**config.mk**
```make
export PLATFORM = sky130hd
export DESIGN_NAME = keyed_window_watchdog
export DESIGN_NICKNAME = d
export VERILOG_FILES = /design/src/rtl/wdt_pkg.sv /design/src/rtl/wdt_tick_gen.sv /design/src/rtl/wdt_key_seq.sv /design/src/rtl/wdt_timeout_ctl.sv /design/src/rtl/keyed_window_watchdog.sv
export SDC_FILE = /design/constraint.sdc
export NUM_CORES = 1
export LEC_CHECK = 0
export BUFFER_PORTS_ARGS = -buffer_cell sky130_fd_sc_hd__buf_2
export CAP_MARGIN = 30
export CORE_MARGIN = 3
export CORE_UTILIZATION = 28
export CTS_CLUSTER_SIZE = 20
export DETAILED_ROUTE_END_ITERATION = 8
export PLACE_DENSITY_LB_ADDON = 0.12
export SETUP_SLACK_MARGIN = 0.5
export SLEW_MARGIN = 20
export SYNTH_ARGS = -nofsm -noshare
export SYNTH_HDL_FRONTEND = slang
export SYNTH_SLANG_ARGS = --single-unit
```
**constraint.sdc**
```tcl
create_clock -name clk -period 2.55 [get_ports clk]
set_input_delay 0.1275 -clock clk [delete_from_list [all_inputs] [get_ports clk]]
set_output_delay 0.1275 -clock clk [all_outputs]
set_load 0.03 [all_outputs]
```
**src/rtl/wdt_pkg.sv**
```systemverilog
package wdt_pkg;

  localparam int WDT_ADDR_W = 2;

  typedef enum logic [WDT_ADDR_W-1:0] {
    A_KEY  = 2'd0,
    A_CFG  = 2'd1,
    A_TOUT = 2'd2,
    A_WIN  = 2'd3
  } wdt_addr_e;

  typedef enum logic [1:0] {
    SRC_BUS = 2'd0,
    SRC_LF  = 2'd1,
    SRC_MF  = 2'd2,
    SRC_EXT = 2'd3
  } wdt_src_e;

  typedef struct packed {
    logic     run_dbg;
    logic     run_stop;
    logic     run_wait;
    wdt_src_e src;
    logic     pre;
    logic     win;
    logic     irq;
    logic     en;
  } wdt_cfg_t;

  localparam int WDT_CFG_W = $bits(wdt_cfg_t);

  typedef enum logic {
    KS_IDLE,
    KS_ARMED
  } wdt_key_state_e;

endpackage

```
**src/rtl/wdt_tick_gen.sv**
```systemverilog
module wdt_tick_gen
  import wdt_pkg::*;
#(
  parameter int PRE_W = 8
) (
  input  logic     clk,
  input  logic     rst_n,
  input  logic     en,
  input  logic     run,
  input  wdt_src_e src,
  input  logic     pre,
  input  logic     clear,
  input  logic     tick_lf,
  input  logic     tick_mf,
  input  logic     tick_ext,
  output logic     cnt_tick
);

  logic             src_tick;
  logic [PRE_W-1:0] pc_q;
  logic             pre_wrap;

  always_comb begin
    case (src)
      SRC_BUS: src_tick = 1'b1;
      SRC_LF:  src_tick = tick_lf;
      SRC_MF:  src_tick = tick_mf;
      default: src_tick = tick_ext;
    endcase
  end

  always_ff @(posedge clk or negedge rst_n) begin
    if (!rst_n) begin
      pc_q <= '0;
    end else if (!en || clear) begin
      pc_q <= '0;
    end else if (run && src_tick) begin
      pc_q <= pc_q + 1'b1;
    end
  end

  assign pre_wrap = (pc_q == {PRE_W{1'b1}});
  assign cnt_tick = en && run && src_tick && (!pre || pre_wrap);

endmodule

```
**src/rtl/wdt_key_seq.sv**
```systemverilog
module wdt_key_seq
  import wdt_pkg::*;
#(
  parameter int          DW     = 16,
  parameter logic [15:0] KEY_A  = 16'h02A6,
  parameter logic [15:0] KEY_B  = 16'h80B4,
  parameter int          LIMIT  = 16
) (
  input  logic          clk,
  input  logic          rst_n,
  input  logic          en,
  input  logic          key_wr,
  input  logic [DW-1:0] key_data,
  output logic          refresh_ok,
  output logic          key_fault
);

  localparam int AGE_W = (LIMIT > 1) ? $clog2(LIMIT) : 1;
  localparam logic [AGE_W-1:0] AGE_LAST = AGE_W'(LIMIT - 1);

  wdt_key_state_e   st_q;
  logic [AGE_W-1:0] age_q;
  logic             armed;
  logic             is_a;
  logic             is_b;

  assign armed = en && (st_q == KS_ARMED);
  assign is_a  = (key_data == DW'(KEY_A));
  assign is_b  = (key_data == DW'(KEY_B));

  assign refresh_ok = armed && key_wr && is_b;
  assign key_fault  = armed && ((key_wr && !is_b) || (!key_wr && age_q == AGE_LAST));

  always_ff @(posedge clk or negedge rst_n) begin
    if (!rst_n) begin
      st_q  <= KS_IDLE;
      age_q <= '0;
    end else if (!en) begin
      st_q  <= KS_IDLE;
      age_q <= '0;
    end else begin
      case (st_q)
        KS_IDLE: begin
          if (key_wr && is_a) begin
            st_q  <= KS_ARMED;
            age_q <= '0;
          end
        end
        default: begin
          if (key_wr || age_q == AGE_LAST) begin
            st_q  <= KS_IDLE;
            age_q <= '0;
          end else begin
            age_q <= age_q + 1'b1;
          end
        end
      endcase
    end
  end

endmodule

```
**src/rtl/wdt_timeout_ctl.sv**
```systemverilog
module wdt_timeout_ctl #(
  parameter int DW        = 16,
  parameter int IRQ_DELAY = 128
) (
  input  logic          clk,
  input  logic          rst_n,
  input  logic          en,
  input  logic          irq_en,
  input  logic          win_en,
  input  logic [DW-1:0] tout,
  input  logic [DW-1:0] win,
  input  logic          cnt_tick,
  input  logic          refresh_ok,
  input  logic          key_fault,
  output logic          irq,
  output logic          rst_req,
  output logic [DW-1:0] cnt
);

  localparam int DLW = (IRQ_DELAY > 1) ? $clog2(IRQ_DELAY) : 1;
  localparam logic [DLW-1:0] DLY_LAST = DLW'(IRQ_DELAY - 1);

  logic [DW-1:0]  cnt_q;
  logic [DLW-1:0] dly_q;
  logic           irq_q;
  logic           rst_q;
  logic           expired;
  logic           early;
  logic           grace_done;
  logic           fault_now;

  assign expired    = en && (cnt_q >= tout) && !irq_q && !rst_q;
  assign early      = win_en && refresh_ok && (cnt_q < win);
  assign grace_done = irq_q && (dly_q == DLY_LAST);
  assign fault_now  = key_fault || early || (expired && !irq_en) || grace_done;

  always_ff @(posedge clk or negedge rst_n) begin
    if (!rst_n) begin
      cnt_q <= '0;
    end else if (!en || refresh_ok) begin
      cnt_q <= '0;
    end else if (cnt_tick && (cnt_q < tout)) begin
      cnt_q <= cnt_q + 1'b1;
    end
  end

  always_ff @(posedge clk or negedge rst_n) begin
    if (!rst_n) begin
      irq_q <= 1'b0;
      dly_q <= '0;
      rst_q <= 1'b0;
    end else begin
      if (expired && irq_en) begin
        irq_q <= 1'b1;
      end
      if (irq_q && !rst_q) begin
        dly_q <= dly_q + 1'b1;
      end
      if (fault_now) begin
        rst_q <= 1'b1;
      end
    end
  end

  assign irq     = irq_q;
  assign rst_req = rst_q;
  assign cnt     = cnt_q;

endmodule

```
**src/rtl/keyed_window_watchdog.sv**
```systemverilog
module keyed_window_watchdog
  import wdt_pkg::*;
#(
  parameter int          DW        = 16,
  parameter logic [15:0] KEY_A     = 16'h02A6,
  parameter logic [15:0] KEY_B     = 16'h80B4,
  parameter int          KEY_LIMIT = 16,
  parameter int          IRQ_DELAY = 128,
  parameter int          PRE_W     = 8
) (
  input  logic                  clk,
  input  logic                  por_n,
  input  logic                  rst_n,
  input  logic                  wr_en,
  input  logic [WDT_ADDR_W-1:0] wr_addr,
  input  logic [DW-1:0]         wr_data,
  input  logic                  tick_lf,
  input  logic                  tick_mf,
  input  logic                  tick_ext,
  input  logic                  mode_wait,
  input  logic                  mode_stop,
  input  logic                  mode_debug,
  output logic                  irq_o,
  output logic                  rst_req_o,
  output logic                  wdog_rst_flag_o
);

  logic          sys_rst_n;
  wdt_cfg_t      cfg_q;
  logic [DW-1:0] tout_q;
  logic [DW-1:0] win_q;
  logic          cfg_en_w;
  logic          run_w;
  logic          key_wr_w;
  logic          cnt_tick_w;
  logic          refresh_w;
  logic          key_fault_w;
  logic [DW-1:0] cnt_w;
  logic          flag_q;

  assign sys_rst_n = rst_n & por_n;
  assign cfg_en_w  = cfg_q.en;
  assign key_wr_w  = wr_en && (wr_addr == A_KEY);

  always_ff @(posedge clk or negedge sys_rst_n) begin
    if (!sys_rst_n) begin
      cfg_q  <= '0;
      tout_q <= '1;
      win_q  <= '0;
    end else if (wr_en) begin
      case (wr_addr)
        A_CFG:   cfg_q  <= wdt_cfg_t'(wr_data[WDT_CFG_W-1:0]);
        A_TOUT:  tout_q <= wr_data;
        A_WIN:   win_q  <= wr_data;
        default: ;
      endcase
    end
  end

  assign run_w = !(mode_wait  && !cfg_q.run_wait) &&
                 !(mode_stop  && !cfg_q.run_stop) &&
                 !(mode_debug && !cfg_q.run_dbg);

  wdt_tick_gen #(.PRE_W(PRE_W)) u_tick (
    .clk      (clk),
    .rst_n    (sys_rst_n),
    .en       (cfg_q.en),
    .run      (run_w),
    .src      (cfg_q.src),
    .pre      (cfg_q.pre),
    .clear    (refresh_w),
    .tick_lf  (tick_lf),
    .tick_mf  (tick_mf),
    .tick_ext (tick_ext),
    .cnt_tick (cnt_tick_w)
  );

  wdt_key_seq #(
    .DW    (DW),
    .KEY_A (KEY_A),
    .KEY_B (KEY_B),
    .LIMIT (KEY_LIMIT)
  ) u_key (
    .clk        (clk),
    .rst_n      (sys_rst_n),
    .en         (cfg_q.en),
    .key_wr     (key_wr_w),
    .key_data   (wr_data),
    .refresh_ok (refresh_w),
    .key_fault  (key_fault_w)
  );

  wdt_timeout_ctl #(
    .DW        (DW),
    .IRQ_DELAY (IRQ_DELAY)
  ) u_tmo (
    .clk        (clk),
    .rst_n      (sys_rst_n),
    .en         (cfg_q.en),
    .irq_en     (cfg_q.irq),
    .win_en     (cfg_q.win),
    .tout       (tout_q),
    .win        (win_q),
    .cnt_tick   (cnt_tick_w),
    .refresh_ok (refresh_w),
    .key_fault  (key_fault_w),
    .irq        (irq_o),
    .rst_req    (rst_req_o),
    .cnt        (cnt_w)
  );

  always_ff @(posedge clk or negedge por_n) begin
    if (!por_n) begin
      flag_q <= 1'b0;
    end else if (rst_req_o) begin
      flag_q <= 1'b1;
    end
  end

  assign wdog_rst_flag_o = flag_q;

endmodule

```
# ---- After elaboration in Yosys (flattened, before gate mapping)
# Index checks and enable logic that the tools add are counted.
dict set report totals {
  regBits 80
  inputBits 28
  word_cells 104
}
dict set report op_classes {
  add_sub_neg 4
  magnitude_cmp 3
  n_eq_ne 11
  muxes 13
  bitwise_logic 1
  reduce_logical 54
}
# cell count
set ops {}
lappend ops {{less-than comparator 16 bit} 2}
lappend ops {{2-to-1 mux 16 bit} 2}
lappend ops {{logical AND 1 bit} 27}
lappend ops {{adder 16 x 1 -> 16 bit (second input constant)} 1}
lappend ops {{equality test 16 x 10 -> 1 bit (second input constant)} 1}
lappend ops {{equality test 16 bit (second input constant)} 1}
lappend ops {{>= comparator 16 bit} 1}
lappend ops {{2-to-1 mux 4 bit} 4}
lappend ops {{2-to-1 mux 8 bit} 2}
lappend ops {{zero test 1 bit} 13}
lappend ops {{adder 8 x 1 -> 8 bit (second input constant)} 1}
lappend ops {{equality test 8 bit (second input constant)} 1}
lappend ops {{adder 7 x 1 -> 7 bit (second input constant)} 1}
lappend ops {{equality test 7 bit (second input constant)} 1}
lappend ops {{logical OR 1 bit} 7}
lappend ops {{equality test 2 bit (second input constant)} 3}
lappend ops {{AND reduction 2 bit} 3}
lappend ops {{adder 4 x 1 -> 4 bit (second input constant)} 1}
lappend ops {{equality test 2 x 1 -> 1 bit (second input constant)} 2}
lappend ops {{equality test 4 bit (second input constant)} 1}
lappend ops {{zero test 2 bit} 2}
lappend ops {{2-to-1 mux 1 bit} 4}
lappend ops {{nonzero test 2 bit} 2}
lappend ops {{inequality test 3 x 1 -> 1 bit (second input constant)} 1}
lappend ops {{other kinds (2)} 2}

# ---- Depth between registers and ports, before layout
dict set report logic_depth {
  depth_word 11
  ltp_mapped 10
}

# ---- Modules after synthesis
# Synthesis repeated with hierarchy kept, for this count alone.
dict set report hier_totals {
  hier_cells 409
  area_unflattened_um2 4616.9
}
# mod n_inst cells_per_inst area_each_um2 seq_area_each_um2
set by_module_without_submodules {}
lappend by_module_without_submodules {wdt_timeout_ctl 1 235 2099.5 625.6}
lappend by_module_without_submodules {keyed_window_watchdog 1 95 1720.4 1071.0}
lappend by_module_without_submodules {wdt_tick_gen 1 47 467.9 200.2}
lappend by_module_without_submodules {wdt_key_seq 1 32 329.1 125.1}

# ---- Worst setup path after synthesis
# Ideal clock, no wire load.
dict set report synth_timing {
  kind {register to register}
  from {register tout_q[15]}
  to {register u_tmo.cnt_q[0] (netlist: u_tmo.cnt[0])}
  setup_ns 0.132
  arrival_time_ns 2.270
  required_time_ns 2.418
  setup_slack_ns 0.148
  path_stages_with_launch 11
  synth_period_minus_slack_ns 2.402
  path_cell_list {dfstp_2 > inv_1 > ha_1 > nand4_1 > nor4_1 > o21ai_1 > nand4b_1 > clkbuf_1 > clkbuf_1 > xnor2_1 > nor2_1}
}
dict set report synth_via {
  elab_chain_len 3
}
# element line
set synth_lines {}
lappend synth_lines {{start: declaration} keyed_window_watchdog.sv:30} ;# logic [DW-1:0] tout_q;
lappend synth_lines {{start signal: assignment} keyed_window_watchdog.sv:53} ;# A_TOUT: tout_q <= wr_data;
lappend synth_lines {{less-than comparator 16 bit} wdt_timeout_ctl.sv:42} ;# end else if (cnt_tick && (cnt_q < tout)) begin
lappend synth_lines {{logical AND 1 bit} wdt_timeout_ctl.sv:42}
lappend synth_lines {{nonzero test 2 bit (no source line)} --}
lappend synth_lines {{end signal: assignment} wdt_timeout_ctl.sv:43} ;# cnt_q <= cnt_q + 1'b1;
lappend synth_lines {{end: declaration} wdt_timeout_ctl.sv:23} ;# logic [DW-1:0] cnt_q;
# Every way passes these cells.
# A chain may end at the register's enable or synchronous reset.

# ---- Worst setup path after layout
dict set report layout_timing {
  from {register tout_q[12]}
  to {register u_tmo.cnt_q[13] (netlist: u_tmo.cnt[13])}
}
# Same word-level chain as after synthesis.

==> results.sh <==
export IMPL_syn2layout_area_growth_pct=28.2
export IMPL_regArea_um2=2020
export IMPL_syn_num_nets=473
export IMPL_synth_edff_count=0
export IMPL_final_setup_tns_ns=0
export IMPL_initial_core_util_pct=29.3
export IMPL_slowest_stage="dfstp_2"
export IMPL_maxCapViolCount=0
export IMPL_drt_total_wl_mm=10.9
export IMPL_viasPerCell=4.89
export IMPL_switchingPower_mw=0.917
export IMPL_max_freq_mhz=418
export IMPL_die_x_um=131
export IMPL_antenna_left=0
export IMPL_drtIter0Drc=128
export IMPL_async_flop_share_pct=100
export IMPL_path_class="reg -> reg"
export IMPL_syn_area_um2=4360
export IMPL_vdd_drop_max_mv=0.344
export IMPL_cts_tree="built"
export IMPL_critPathLaunchType="register"
export IMPL_power_leakage_nw=2.54
export IMPL_grt_max_degree=38
export IMPL_grt_overflow=0
export IMPL_crit_required_ns=2.83
export IMPL_place_congestion=0.814
export IMPL_final_core_util_pct=37.6
export IMPL_cts_inserted_buffers=9
export IMPL_power_share_clock_pct=41.2
export IMPL_cts_sink_count=80
export IMPL_tightest_slew_ns=0.691
export IMPL_cp_end_kind="register"
export IMPL_grt_pass1_vias=3389
export IMPL_maxSlewViolCount=0
export IMPL_num_antenna_cells=0
export IMPL_syn_inst=410
export IMPL_drive_above_1_share_pct=33.6
export IMPL_clock_skew_ns=0.00914
export IMPL_hold_viol_final=0
export IMPL_rows=44
export IMPL_yosysWarnings=0
export IMPL_netSwitchingFraction_pct=25.6
export IMPL_period_needed_ns=2.39
export IMPL_status="finished, final reports clean"
export IMPL_antenna_found_initial=0
export IMPL_seq_area_frac_synth_pct=46.4
export IMPL_slew_headroom_pct=53.5
export IMPL_pwr_share_seq_pct=42.2
export IMPL_worstPathCellList="inv_1 -> ha_1 -> nand4_1 -> inv_1 -> a22oi_2 -> nand4b_1 -> buf_12 -> or4b_1 -> a21oi_2"
export IMPL_cts_htree_levels=3
export IMPL_crit_fanout=12
export IMPL_cpPeakStageDelay_ns=0.53
export IMPL_p_int_mw=2.67
export IMPL_clockBufferDepth=2
export IMPL_ctsRootBufferMaster="clkbuf_16"
export IMPL_syn_area_per_cell_um2=10.6
export IMPL_synthDistinctLibCells=50
export IMPL_yosys_most_used_dff="dfrtp_1"
export IMPL_vias=3260
export IMPL_crit_arrival_ns=2.68
export IMPL_path_common_cell="inv_1"
export IMPL_placedCellCount=641
export IMPL_p_per_area_nw_per_um2=642
export IMPL_nets=540
export IMPL_p_total_mw=3.58
export IMPL_clock_latency_ns=0.35
export IMPL_drt_first_pass_iters=4
export IMPL_io_buffer_count=30
export IMPL_hold_path_class="in -> reg"
export IMPL_die_y_um=131
export IMPL_drcViolationCount=0
export IMPL_wl_per_cell_um=16.4
export IMPL_dpl_hpwl_mm=7.96
export IMPL_clk_pin_slew_ns=0.07
export IMPL_ys_ff_latch=80
export IMPL_r2r_setup_slack_ns=0.16
export IMPL_p_comb_share_pct=16.7
export IMPL_fin_crit_sh_pct=93.9
export IMPL_fillCellCount=1498
export IMPL_core_area_um2=14900
export IMPL_finalSetupViolCount=0
export IMPL_die_area_um2=17100
export IMPL_grt_pass1_wl_mm=18.1
export IMPL_grt_usage_pct=14.1
export IMPL_rsz0062_at_grt="yes"
export IMPL_instances_no_fill=666
export IMPL_multi_input_comb_area_um2=2380
export IMPL_io_pins=31
cells in the mapped netlist, drive strengths merged, types with 2 or more instances:
library cell / instances / area share, %
xnor2: 8 / 1.6
o31ai: 9 / 1.6
nor3: 4 / 0.46
clkbuf: 6 / 0.52
a21o: 6 / 1.0
nand3b: 3 / 0.52
or4: 6 / 1.0
nand2: 25 / 2.2
or4b: 3 / 0.69
a21oi: 27 / 3.1
o21ai: 22 / 2.5
nand2b: 4 / 0.57
nor2: 15 / 1.3
nand4: 12 / 1.7
ha: 35 / 10
dfstp: 16 / 9.6
nor2b: 4 / 0.57
a41o: 2 / 0.46
nor4: 3 / 0.43
nor4bb: 3 / 0.69
nor4b: 2 / 0.40
nand3: 13 / 1.5
or3: 6 / 0.86
mux2: 42 / 11
and3: 5 / 0.72
and2: 3 / 0.43
inv: 37 / 3.2
xor2: 5 / 1.0
or2: 2 / 0.29
buf: 2 / 0.20
dfrtp: 64 / 37
flip-flops by register name, summed over array words and instances, names as in the netlist:
signal	cells
u_tick.pc_q	8
u_key.st_q	1
tout_q	16
win_q	16
wdog_rst_flag_o	1
u_tmo.dly_q	7
u_key.age_q	4
cfg_q	8
u_tmo.rst_req	1
u_tmo.cnt	16
u_tmo.irq	1
cfg_en_w	1
worst max-delay path, delay by kind of cell (launching register included):
kind            cells  cell delay (ns)
compound gates      2             0.35
fa+ha+maj           1             0.28
buf+inv             3             0.31
flops               1             0.53
simple gates        3             0.87
cells in the final DEF, fill, tap and decap left out, types with 4 or more instances in the layout:
cell type	netlist	final
dfrtp_1	64	64
mux2_2	42	42
inv_1	36	33
buf_2	1	30
ha_1	35	28
buf_4	0	27
nand2_1	25	25
a21oi_1	27	24
dfstp_2	16	16
nor2_1	15	15
o21ai_1	11	14
nand4_1	12	12
nand3_1	13	12
clkbuf_16	0	9
o21ai_0	11	8
xnor2_1	8	8
ha_4	0	7
a21o_1	6	6
or4_1	6	6
or3_1	6	6
and3_1	5	5
xor2_1	5	5
inv_2	1	4
nand2b_1	4	4
nor2b_1	4	4
o31ai_1	9	4
o31ai_4	0	4
final timing paths:
check / start / endpoint / cells past startpoint
max in group asynchronous: por_n / tout_q[13] / 4
min in group asynchronous: por_n / wdog_rst_flag_o / 2
worst min-delay path: wr_data[13] / tout_q[13] / 2
worst max-delay path: tout_q[12] / u_tmo.cnt[13] / 9
worst min register to register: wdog_rst_flag_o / wdog_rst_flag_o / 1
worst max register to register: tout_q[12] / u_tmo.cnt[13] / 9
metrics by stage:
step | cell area [µm²] | setup WS, ns | hold WS, ns
after floorplan | 4410 | 0.330 | -0.168
after global placement | 4950 | 0.0879 | -0.0911
after detailed placement | 4950 | 0.0195 | -0.0892
after global routing | 5590 | 0.0102 | 0.0498
after CTS | 5460 | 0.127 | 0.0363
final | 5590 | 0.156 | 0.0542
cell families (layout without fill, tap and decap cells):
kind of cell	Yosys count	in the layout	synth area share (%)
fa+ha+maj	35	35	10.0
simple gates	119	119	15.6
mux	43	43	11.1
compound gates	75	75	10.4
buf+inv	45	117	3.90
flops	80	80	46.4
xor+xnor	13	13	2.61
cell type report:
class | count | area share (%)
Sequential cell | 80 | 36.2
Clock buffer | 14 | 4.90
Clock inverter | 2 | 1.08
Multi-Input combinational cell | 285 | 42.6
Tap cell | 184 | 4.12
Inverter | 37 | 2.49
Timing Repair Buffer | 64 | 8.58
layer usage:
| layer | routed length, µm | up-vias | track usage (%) |
|---|---|---|---|
| met5 | 0 | - | 0 |
| met4 | 223 | 0 | 4.66 |
| met3 | 272 | 13 | 3.94 |
| met2 | 4980 | 24 | 22.0 |
| met1 | 5470 | 1614 | 19.0 |
| li1 | - | 1609 | - |
power by group through the flow:
stage	sequential, mW	clock (mW)	combinational [mW]
finish	1.51	1.48	0.597
global route	1.53	1.58	0.680
CTS	1.51	1.53	0.583
detailed placement	1.54	0	0.524
global placement	1.53	0	0.513
floorplan	1.51	0	0.375
what timing repair did:
| item | in CTS | in global routing |
|---|---|---|
| pin swaps | 5 | 7 |
| endpoints found under the setup margin | 16 | 18 |
| buffers inserted | 4 | 1 |
| gates resized for setup | 13 | 18 |
| hold buffers | 2 | 0 |
| endpoints found under the hold margin | 20 | 0 |
| gates cloned | 2 | 0 |
No activity file was read; power rests on OpenSTA's default activity.
